$ cat config.mk
export PLATFORM = sky130hd
export DESIGN_NAME = isa_io_strobe_gen
export DESIGN_NICKNAME = d
export VERILOG_FILES = /design/src/rtl/isa_strobe_pkg.sv /design/src/rtl/ctl_sync_bank.sv /design/src/rtl/lead_delay_ctr.sv /design/src/rtl/strobe_out.sv /design/src/rtl/isa_io_strobe_gen.sv
export SDC_FILE = /design/constraint.sdc
export NUM_CORES = 1
export LEC_CHECK = 0
export ABC_CLOCK_PERIOD_IN_PS = 4000
export BUFFER_PORTS_ARGS = -buffer_cell sky130_fd_sc_hd__buf_2
export CORE_AREA = 2 2 39 41
export DETAILED_ROUTE_END_ITERATION = 12
export DIE_AREA = 0 0 41 43
export PLACE_DENSITY = 0.62
export SLEW_MARGIN = 10
export SYNTH_ARGS = -nofsm -noshare
export SYNTH_HDL_FRONTEND = slang
export SYNTH_HIERARCHICAL = 1
export SYNTH_SLANG_ARGS = --single-unit
$ cat constraint.sdc
create_clock -name clk -period 4 [get_ports clk]
set_clock_uncertainty 0.2 [all_clocks]
set_input_delay 0.4 -clock clk [delete_from_list [all_inputs] [get_ports clk]]
set_output_delay 0.4 -clock clk [all_outputs]
set_load 0.05 [all_outputs]
$ cat src/rtl/isa_strobe_pkg.sv
package isa_strobe_pkg;

  // bit positions inside the synchronized control bundle
  localparam int unsigned CTL_PHI2 = 0;
  localparam int unsigned CTL_RW   = 1;
  localparam int unsigned CTL_SELN = 2;
  localparam int unsigned CTL_W    = 3;

  // idle value of each raw input: phase 2 low, read, deselected
  localparam logic [CTL_W-1:0] CTL_IDLE = 3'b110;

  typedef struct packed {
    logic phi2;
    logic rd;
    logic sel;
  } bus_ctl_t;

  function automatic bus_ctl_t unpack_ctl(input logic [CTL_W-1:0] v);
    bus_ctl_t c;
    c.phi2 = v[CTL_PHI2];
    c.rd   = v[CTL_RW];
    c.sel  = ~v[CTL_SELN];
    return c;
  endfunction

endpackage

$ cat src/rtl/ctl_sync_bank.sv
module ctl_sync_bank #(
  parameter int unsigned WIDTH  = 3,
  parameter int unsigned STAGES = 2,
  parameter logic [WIDTH-1:0] RST_VAL = '0
) (
  input  logic             clk,
  input  logic             rst,
  input  logic [WIDTH-1:0] async_in,
  output logic [WIDTH-1:0] sync_out
);

  genvar b;
  generate
    for (b = 0; b < WIDTH; b++) begin : g_bit
      logic [STAGES-1:0] chain;
      always_ff @(posedge clk) begin
        if (rst) chain <= {STAGES{RST_VAL[b]}};
        else     chain <= {chain[STAGES-2:0], async_in[b]};
      end
      assign sync_out[b] = chain[STAGES-1];
    end
  endgenerate

endmodule

$ cat src/rtl/lead_delay_ctr.sv
module lead_delay_ctr #(
  parameter int unsigned DELAY_CYCLES = 19
) (
  input  logic clk,
  input  logic rst,
  input  logic phi2_s,
  output logic delay_done
);

  localparam int unsigned CNT_W = $clog2(DELAY_CYCLES + 1);
  localparam logic [CNT_W-1:0] CNT_MAX = CNT_W'(DELAY_CYCLES);

  logic [CNT_W-1:0] cnt;

  always_ff @(posedge clk) begin
    if (rst || !phi2_s)      cnt <= '0;
    else if (cnt != CNT_MAX) cnt <= cnt + 1'b1;
  end

  assign delay_done = (cnt == CNT_MAX);


  cnt_clear_chk: assert property (@(posedge clk) disable iff (rst)
    !phi2_s |=> (cnt == '0));

endmodule

$ cat src/rtl/strobe_out.sv
module strobe_out (
  input  logic clk,
  input  logic rst,
  input  logic phi2_s,
  input  logic rd_s,
  input  logic sel_s,
  input  logic delay_done,
  output logic iow_n,
  output logic ior_n
);

  logic qual;
  logic fire;

  // qual: select has stayed active for the whole high phase so far
  always_ff @(posedge clk) begin
    if (rst || !phi2_s) qual <= 1'b1;
    else if (!sel_s)    qual <= 1'b0;
  end

  assign fire = qual & sel_s & phi2_s & delay_done;

  always_ff @(posedge clk) begin
    if (rst) begin
      iow_n <= 1'b1;
      ior_n <= 1'b1;
    end else begin
      iow_n <= ~(fire & ~rd_s);
      ior_n <= ~(fire &  rd_s);
    end
  end


  rst_idle_chk: assert property (@(posedge clk)
    rst |=> (iow_n && ior_n));


  lead_edge_chk: assert property (@(posedge clk) disable iff (rst)
    ($fell(iow_n) || $fell(ior_n)) |-> $past(delay_done));


  trail_edge_chk: assert property (@(posedge clk) disable iff (rst)
    !phi2_s |=> (iow_n && ior_n));


  desel_idle_chk: assert property (@(posedge clk) disable iff (rst)
    !sel_s |=> (iow_n && ior_n));

endmodule

$ cat src/rtl/isa_io_strobe_gen.sv
module isa_io_strobe_gen
  import isa_strobe_pkg::*;
#(
  parameter int unsigned DELAY_CYCLES = 19,
  parameter int unsigned SYNC_STAGES  = 2
) (
  input  logic clk,
  input  logic rst,
  input  logic phi2_in,
  input  logic rw_in,
  input  logic io_sel_n,
  output logic isa_iow_n,
  output logic isa_ior_n
);

  logic [CTL_W-1:0] raw_ctl;
  logic [CTL_W-1:0] sync_ctl;
  bus_ctl_t         ctl;
  logic             delay_done;

  always_comb begin
    raw_ctl           = '0;
    raw_ctl[CTL_PHI2] = phi2_in;
    raw_ctl[CTL_RW]   = rw_in;
    raw_ctl[CTL_SELN] = io_sel_n;
  end

  ctl_sync_bank #(
    .WIDTH   (CTL_W),
    .STAGES  (SYNC_STAGES),
    .RST_VAL (CTL_IDLE)
  ) u_sync (
    .clk      (clk),
    .rst      (rst),
    .async_in (raw_ctl),
    .sync_out (sync_ctl)
  );

  assign ctl = unpack_ctl(sync_ctl);

  lead_delay_ctr #(
    .DELAY_CYCLES (DELAY_CYCLES)
  ) u_delay (
    .clk        (clk),
    .rst        (rst),
    .phi2_s     (ctl.phi2),
    .delay_done (delay_done)
  );

  strobe_out u_out (
    .clk        (clk),
    .rst        (rst),
    .phi2_s     (ctl.phi2),
    .rd_s       (ctl.rd),
    .sel_s      (ctl.sel),
    .delay_done (delay_done),
    .iow_n      (isa_iow_n),
    .ior_n      (isa_ior_n)
  );

endmodule

==> run summary, run 1 <==
Summed over all instances, the cell type with the most area after synthesis is sky130_fd_sc_hd__dfxtp_1. The first detailed-routing pass took 4 iterations. For the number of H-tree branching levels, the log shows 1. Buffers inserted to repair hold after CTS numbered 0. Family with the most delay on the worst path: flip-flops. The area fraction of the dominant cell type after synthesis is 0.5671, and the initial antenna violation count is 0.

The flow ran to the end, and the final reports show no timing, DRC or antenna violations. The die covers 1763 sq um. Traced cell by cell, the critical path runs through buf_2.

Across the VDD grid, the largest voltage drop is 0.2395 mV. For the total count of max-transition violations in the final report, the log shows 0. Adding up every negative setup slack in the final design gives 0 ps. The share of the cycle needed by the critical path after routing came out at 0.3571.

The count of buffer and inverter cells on the critical path came out at 1. The cell area after synthesis is 494.2 sq um. In this run, CTS created clock tree buffers numbering 3. The distinct cell type count after synthesis came out at 17. For the worst path arrival time, the log shows 830 ps. Max-cap violations in this run came to 0.

In this run the vertical extent of the chip is 43 um. Total I/O pin count: 7. Sum of routed wire length over all layers: 544 um. Measured along the x axis, the die boundary spans 41 um.

The commonest cells after synthesis are sky130_fd_sc_hd__dfxtp_1, sky130_fd_sc_hd__nor2_1, sky130_fd_sc_hd__or2_1. For this design, the sink count on the clock tree is 14. The Yosys step of the flow raised 6 warnings. The post-CTS repair timing setup buffer count was 0.

In this run the core area contains 14 standard-cell rows. TritonCTS built the clock tree. For the core outline area, the log shows 1384 sq um. Setup-violating endpoint count in the final report: 0. The dominant register cell in the synthesized netlist was sky130_fd_sc_hd__dfxtp_1.

The tools report the fill cell instance count of the final layout as 134. The routed via count divided by cell count came out at 4.290. The area growth from synthesis to layout is 12.91%. The average wire length per cell after detail routing was 7.884 um; the total inserted antenna cells was 0.

In this run, synthesis produced a sequential element count of 14. The tools report the count of cells resized by post-cts repair as 0. The congestion estimate from routability-driven global placement came to 0.5648. The share of synthesized area occupied by flip-flops and latches was 0.5671. The starting density of the core is 0.3571, and the achievable frequency is 700.0 MHz.

The cell sitting at the root of the clock tree is a sky130_fd_sc_hd__clkbuf_4. The number of enable flip-flop cells after synthesis is 0, and the total power divided by cell area is 443.8 nW/um^2. The sum of overflow across all layers after global routing is 0. The hold violation total from the final report is 0. Element type at the critical path start: a flop. For the worst setup path, the data required time is 3400 ps. The share of post-route cells with drive strength above 1 is 0.2264. The number of buffers added on ports works out to 6. Clock-pin slew was measured on the worst setup and hold paths at 80 ps. The final layout contains 60 nets. The logs give 46 for the number of instances in the synthesized netlist and 296 for the count of vias placed by the detailed router.

The largest incremental delay on the critical path was 310 ps; the leakage power of the design was 0.2261 nW. The tools report the wire length of the first global-routing pass as 945 um. The most frequently used cell type in the post-synthesis netlist is sky130_fd_sc_hd__dfxtp_1. For this run, design rule violations remaining after detail routing come to 0. The largest driver fanout on the critical path works out to 1. A synthesized cell averages 10.74 sq um.

Ranked by total cell area, the synthesized netlist is headed by sky130_fd_sc_hd__dfxtp_1, sky130_fd_sc_hd__or2_1, sky130_fd_sc_hd__xor2_1. The count of nets left with antenna violations once routing finished came out at 0. At the later pin of the worst-skew pair, clock insertion delay measures 270 ps. The category of the most critical setup path was reg -> out. For the maximum root-to-sink buffer count, the log shows 2.

Setup repair after global routing left no endpoint under its margin. Share of flip-flops with an asynchronous set or reset: 0. The logs give 9 for the largest net degree at the start of global routing and 255 for the via count of the first global-routing pass.

Worst hold margin: 100.5 ps. The initial DRC count is 4, and the headroom to the max-slew limit is 0.8366. The worst hold path belongs to the class in -> reg. The kind of capture point of the worst setup path was an output port. For the pin with the worst max-slew slack, the measured transition is 246.8 ps.

After layout, the minimum clock period comes to 1429 ps. Master of the slowest instance on the critical path: sky130_fd_sc_hd__dfxtp_1. Total nets after synthesis: 52. For the total routing resource utilization after global routing, the log shows 0.08291.
## cells in the final DEF (no fill, tap or decap)
| cell | instances |
|---|---|
| sky130_fd_sc_hd__xor2_1 | 3 |
| sky130_fd_sc_hd__dfxtp_1 | 14 |
| sky130_fd_sc_hd__and4bb_4 | 1 |
| sky130_fd_sc_hd__and3_1 | 1 |
| sky130_fd_sc_hd__nor2_1 | 5 |
| sky130_fd_sc_hd__nand3b_1 | 1 |
| sky130_fd_sc_hd__nand2b_1 | 1 |
| sky130_fd_sc_hd__inv_1 | 1 |
| sky130_fd_sc_hd__xnor2_1 | 1 |
| sky130_fd_sc_hd__nand3_1 | 3 |
| sky130_fd_sc_hd__buf_2 | 6 |
| sky130_fd_sc_hd__nor2b_2 | 1 |
| sky130_fd_sc_hd__clkbuf_4 | 3 |
| sky130_fd_sc_hd__or2_1 | 5 |
| sky130_fd_sc_hd__mux2i_1 | 1 |
| sky130_fd_sc_hd__nand2_1 | 2 |
| sky130_fd_sc_hd__ha_1 | 1 |
| sky130_fd_sc_hd__nor2b_1 | 2 |
| sky130_fd_sc_hd__clkbuf_8 | 1 |
## sequential cells by signal, summed over array words and instances, names as in the netlist
| signal | flops |
|---|---|
| u_sync/g_bit.chain | 6 |
| u_out/qual | 1 |
| u_out/ior_n | 1 |
| u_delay/cnt | 5 |
| u_out/iow_n | 1 |
## path summary, 6_finish.rpt
path	cells past startpoint	endpoint	from	slack, ps
worst max-delay path	1	isa_ior_n	u_out/ior_n	2570
worst min-delay path	2	u_sync/g_bit[1].chain[0]	rw_in	100
worst max register to register	4	u_out/ior_n	u_delay/cnt[0]	2580
worst min register to register	1	u_out/ior_n	u_sync/g_bit[1].chain[1]	190
## power breakdown
| part | switching (mW) | total, mW | internal, mW |
|---|---|---|---|
| clock network | 0.0421 | 0.0974 | 0.0553 |
| registers | 0.00100 | 0.144 | 0.143 |
| logic | 0.00281 | 0.00666 | 0.00385 |
## final cells by class
| cell class | instances | area (sq um) | share of cell area |
|---|---|---|---|
| well taps | 16 | 20.02 | 0.03587 |
| repair buffers | 6 | 30.03 | 0.05381 |
| clock buffers | 4 | 36.28 | 0.06502 |
| flip-flops and latches | 14 | 280.3 | 0.5022 |
| inverters | 1 | 3.754 | 0.006726 |
| multi-input cells | 28 | 187.7 | 0.3363 |
## through the flow
stage	instances	worst slack (ps)	utilization	area [sq um]	total power, mW
after global placement	65	2611	0.3770	521.8	0.1536
after CTS	69	2552	0.4033	558.0	0.2538
after global routing	69	2491	0.4033	558.0	0.2615
after floorplan	46	2643	-	494.2	0.1520
after detailed placement	65	2577	0.3770	521.8	0.1537
final	69	2572	0.4033	558.0	0.2476
## per-layer routing
metal,vias to the layer above,routed length (um),track usage
met2,7,254,0.1156
li1,158,-,-
met3,2,34,0.06283
met4,0,5,0.04000
met5,-,0,0
met1,129,249,0.08882
## kinds of logic after synthesis
logic type,synth area share
simple gates,0.2633
xor+xnor,0.07090
flops,0.5671
mux,0.02025
fa+ha+maj,0.02531
buf+inv,0.05315
Power figures use the tool's default switching activity.
==> run 2: changes to the inputs <==
--- a/config.mk
+++ b/config.mk
@@ -5,12 +5,12 @@
 export SDC_FILE = /design/constraint.sdc
 export NUM_CORES = 1
 export LEC_CHECK = 0
-export ABC_CLOCK_PERIOD_IN_PS = 4000
+export ABC_CLOCK_PERIOD_IN_PS = 1200
 export BUFFER_PORTS_ARGS = -buffer_cell sky130_fd_sc_hd__buf_2
 export CORE_AREA = 2 2 39 41
 export DETAILED_ROUTE_END_ITERATION = 12
 export DIE_AREA = 0 0 41 43
-export PLACE_DENSITY = 0.62
+export PLACE_DENSITY = 0.64
 export SLEW_MARGIN = 10
 export SYNTH_ARGS = -nofsm -noshare
 export SYNTH_HDL_FRONTEND = slang
==> constraint.sdc (replaced) <==
create_clock -name clk -period 1.2 [get_ports clk]
set_clock_uncertainty 0.2 [all_clocks]
set_input_delay 0.12 -clock clk [delete_from_list [all_inputs] [get_ports clk]]
set_output_delay 0.12 -clock clk [all_outputs]
set_load 0.05 [all_outputs]
==> run 2 against run 1 <==
Effect of this change: critical endpoint is now u_out/iow_n; the run now ends with hold timing, setup timing left; register-to-register slack worse by 2700 ps; via count is 18% higher; count of clock-buffer cells in the layout stayed put.
==> run summary, run 2 (same netlist as run 1, synthesis figures left out) <==
The logs give 594.3 sq um for the placed instance area and 2 for the initial DRC count. The routed via count divided by cell count is 4.321, and the hold violation total from the final report is 5. Element type at the critical path start: a flop. The count of buffers added on input and output ports is 6. The share of the cycle needed by the critical path after routing was 1.096; the headroom to the max-slew limit was 0.8356.

The run gives 0 as the initial antenna violation count. The tree is rooted in a sky130_fd_sc_hd__clkbuf_4. The first global-routing pass estimated 1.248 mm of wire. The floorplan has 14 rows.

The critical path contains buffers and inverters numbering 0 combined. The path class of the lowest-slack min-delay path is in -> reg. The congestion estimate from routability-driven global placement came to 0.6628. Data on the critical path arrives at its endpoint at 1280 ps. The horizontal die dimension was 41 um. Among all stages on the critical path, the largest delay is contributed by sky130_fd_sc_hd__dfxtp_2.

The number of maximum-capacitance constraint violations is 0, and the fill cell instance count of the final layout is 137. The worst-case vdd ir drop was 0.5003 mV. The flow ran to the end, but the final reports show violations. The smallest clock period supported by the final layout is computed as 1316 ps.

The critical path crosses 4 cells after its start point. Entering global routing, the biggest net connects 9 pins. For this run, the top clock speed supported by timing is 760.0 MHz. The run gives 3 as the CTS buffer count. The maximum root-to-sink buffer count was 2; the total routing resource utilization after global routing was 0.1141. The largest driver fanout on the critical path was 4; the sum of routed wire length over all layers was 800 um. Leaving out fill and tap cells, the most frequent cells in the layout are sky130_fd_sc_hd__dfxtp_1, sky130_fd_sc_hd__buf_4, sky130_fd_sc_hd__buf_2. After clock tree synthesis, the clock-pin slew on the worst setup and hold paths is 90 ps. TritonCTS built the clock tree.

The run gives -40.14 ps as the worst hold margin. In this run the static leakage power is 0.2781 nW. For the pin with the worst max-slew slack, the measured transition is 248.4 ps.

The detailed router placed 350 vias in this run. The largest registers in the layout are u_sync/g_bit.chain x6, u_delay/cnt x5. Setup repair after global routing could not meet its margin everywhere. The logs give 351 for the via count of the first global-routing pass and 0 for the sum of overflow across all layers after global routing. The total half-perimeter wirelength after legalization and detailed placement came out at 545.1 um. After detailed routing, the average wire length per cell comes to 9.877 um. The area growth from synthesis to layout is 38.73%.

For the number of H-tree branching levels, the log shows 1. Commonest non-fill, non-tap cell in the layout: sky130_fd_sc_hd__dfxtp_1. The total count of max-transition violations in the final report was 0; the largest incremental delay on the critical path was 360 ps. The core outline area was 1384 sq um; the count of nets left with antenna violations after detail routing was 0.

The category of the most critical setup path is reg -> reg. The number of antenna diodes in the final layout is 0. The tools report the kind of capture point of the worst setup path as a flop. Power spread over the standard cell area amounts to 1247 nW/um^2. The logs give 7 for the total I/O pin count and -517.1 ps for the final sum of negative setup slack.

In this run the vertical extent of the chip is 43 um. The post-CTS repair timing setup buffer count is 0, and the setup-violating endpoint count in the final report is 7. The share of post-route cells with drive strength above 1 works out to 0.3692. The logs give 0.3571 for the starting density of the core and 1763 sq um for the full die area. The register with the most flip-flops in the layout has 6 of them. Traced cell by cell, the critical path runs through ha_4 > and4bb_4 > and3_4 > nand3b_1. The cell family contributing the most delay on the critical path is simple AND/OR/NAND/NOR gates.

The finished cells cover 685.7 sq um. The register with the most flip-flops in the final layout is u_sync/g_bit.chain. The clock sink count is 14. The checks that failed: hold timing, setup timing.

The run gives 0.4955 as the final design utilization. After detailed routing, the number of remaining DRC violations is 0. The worst reg2reg path depth was 4.

The minimum setup slack in the final design is -115.8 ps. The number of nets in the final layout was 72; the count of cells along the worst hold path was 3. For the worst setup path, the data required time is 1160 ps.

The pre-antenna-repair detailed-routing pass consisted of 2 iterations. The tools report the source-to-sink clock delay at the later pin of the worst-skew pair as 270 ps.
## run 2: cell types whose count changed in the layout (fill, tap and decap cells not counted), sizes merged
cell and change:
buf +7, dlygate4sd3 +5
## run 2: area by class of cell
type,instances,area [sq um],area share
inverter,1,3.754,0.005474
timing repair buffer,18,132.6,0.1934
clock buffer,4,36.28,0.05292
tap,16,20.02,0.02920
multi-input combinational,28,210.2,0.3066
sequential,14,282.8,0.4124
## run 2: worst reg2reg max path: cells and delay by family, from the launching register on
kind | cells | cell delay [ps]
fa+ha+maj | 1 | 130
flops | 1 | 360
simple gates | 3 | 510
## run 2: metal layers
layer / global-route usage / vias to the layer above / wire length (um)
met5: 0 / - / 0
met4: 0.1000 / 0 / 17
met3: 0.03141 / 2 / 27
met2: 0.1750 / 7 / 414
met1: 0.1180 / 157 / 341
li1: - / 184 / -
## run 2: what timing repair did
action | CTS | global route
setup endpoints to repair | 7 | 7
hold buffers | 3 | 2
pin swaps | 4 | 0
gates resized for setup | 1 | 0
endpoints found under the hold margin | 8 | 2
## run 2: worst paths after layout
kind                                            endpoint                      from  slack (ps)
worst max-delay path                         u_out/iow_n            u_delay/cnt[1]        -120
worst min-delay path            u_sync/g_bit[1].chain[0]                       rst         -40
worst max register to register               u_out/iow_n            u_delay/cnt[1]        -120
worst min register to register               u_out/ior_n  u_sync/g_bit[1].chain[1]         200
## run 2: where the power goes
part | switching, mW | leakage (nW) | internal [mW]
logic | 0.0135 | 0.142 | 0.0272
clock network | 0.151 | 0.0210 | 0.184
registers | 0.00362 | 0.115 | 0.476
## run 2: through the flow
stage	power [mW]	setup WS (ps)	cells
finish	0.8553	-115.8	81
global route	0.8971	-150.6	81
CTS	0.8633	-121.6	79
detailed placement	0.5183	-107.0	72
global placement	0.5171	-78.56	72
floorplan	0.5076	-87.69	46
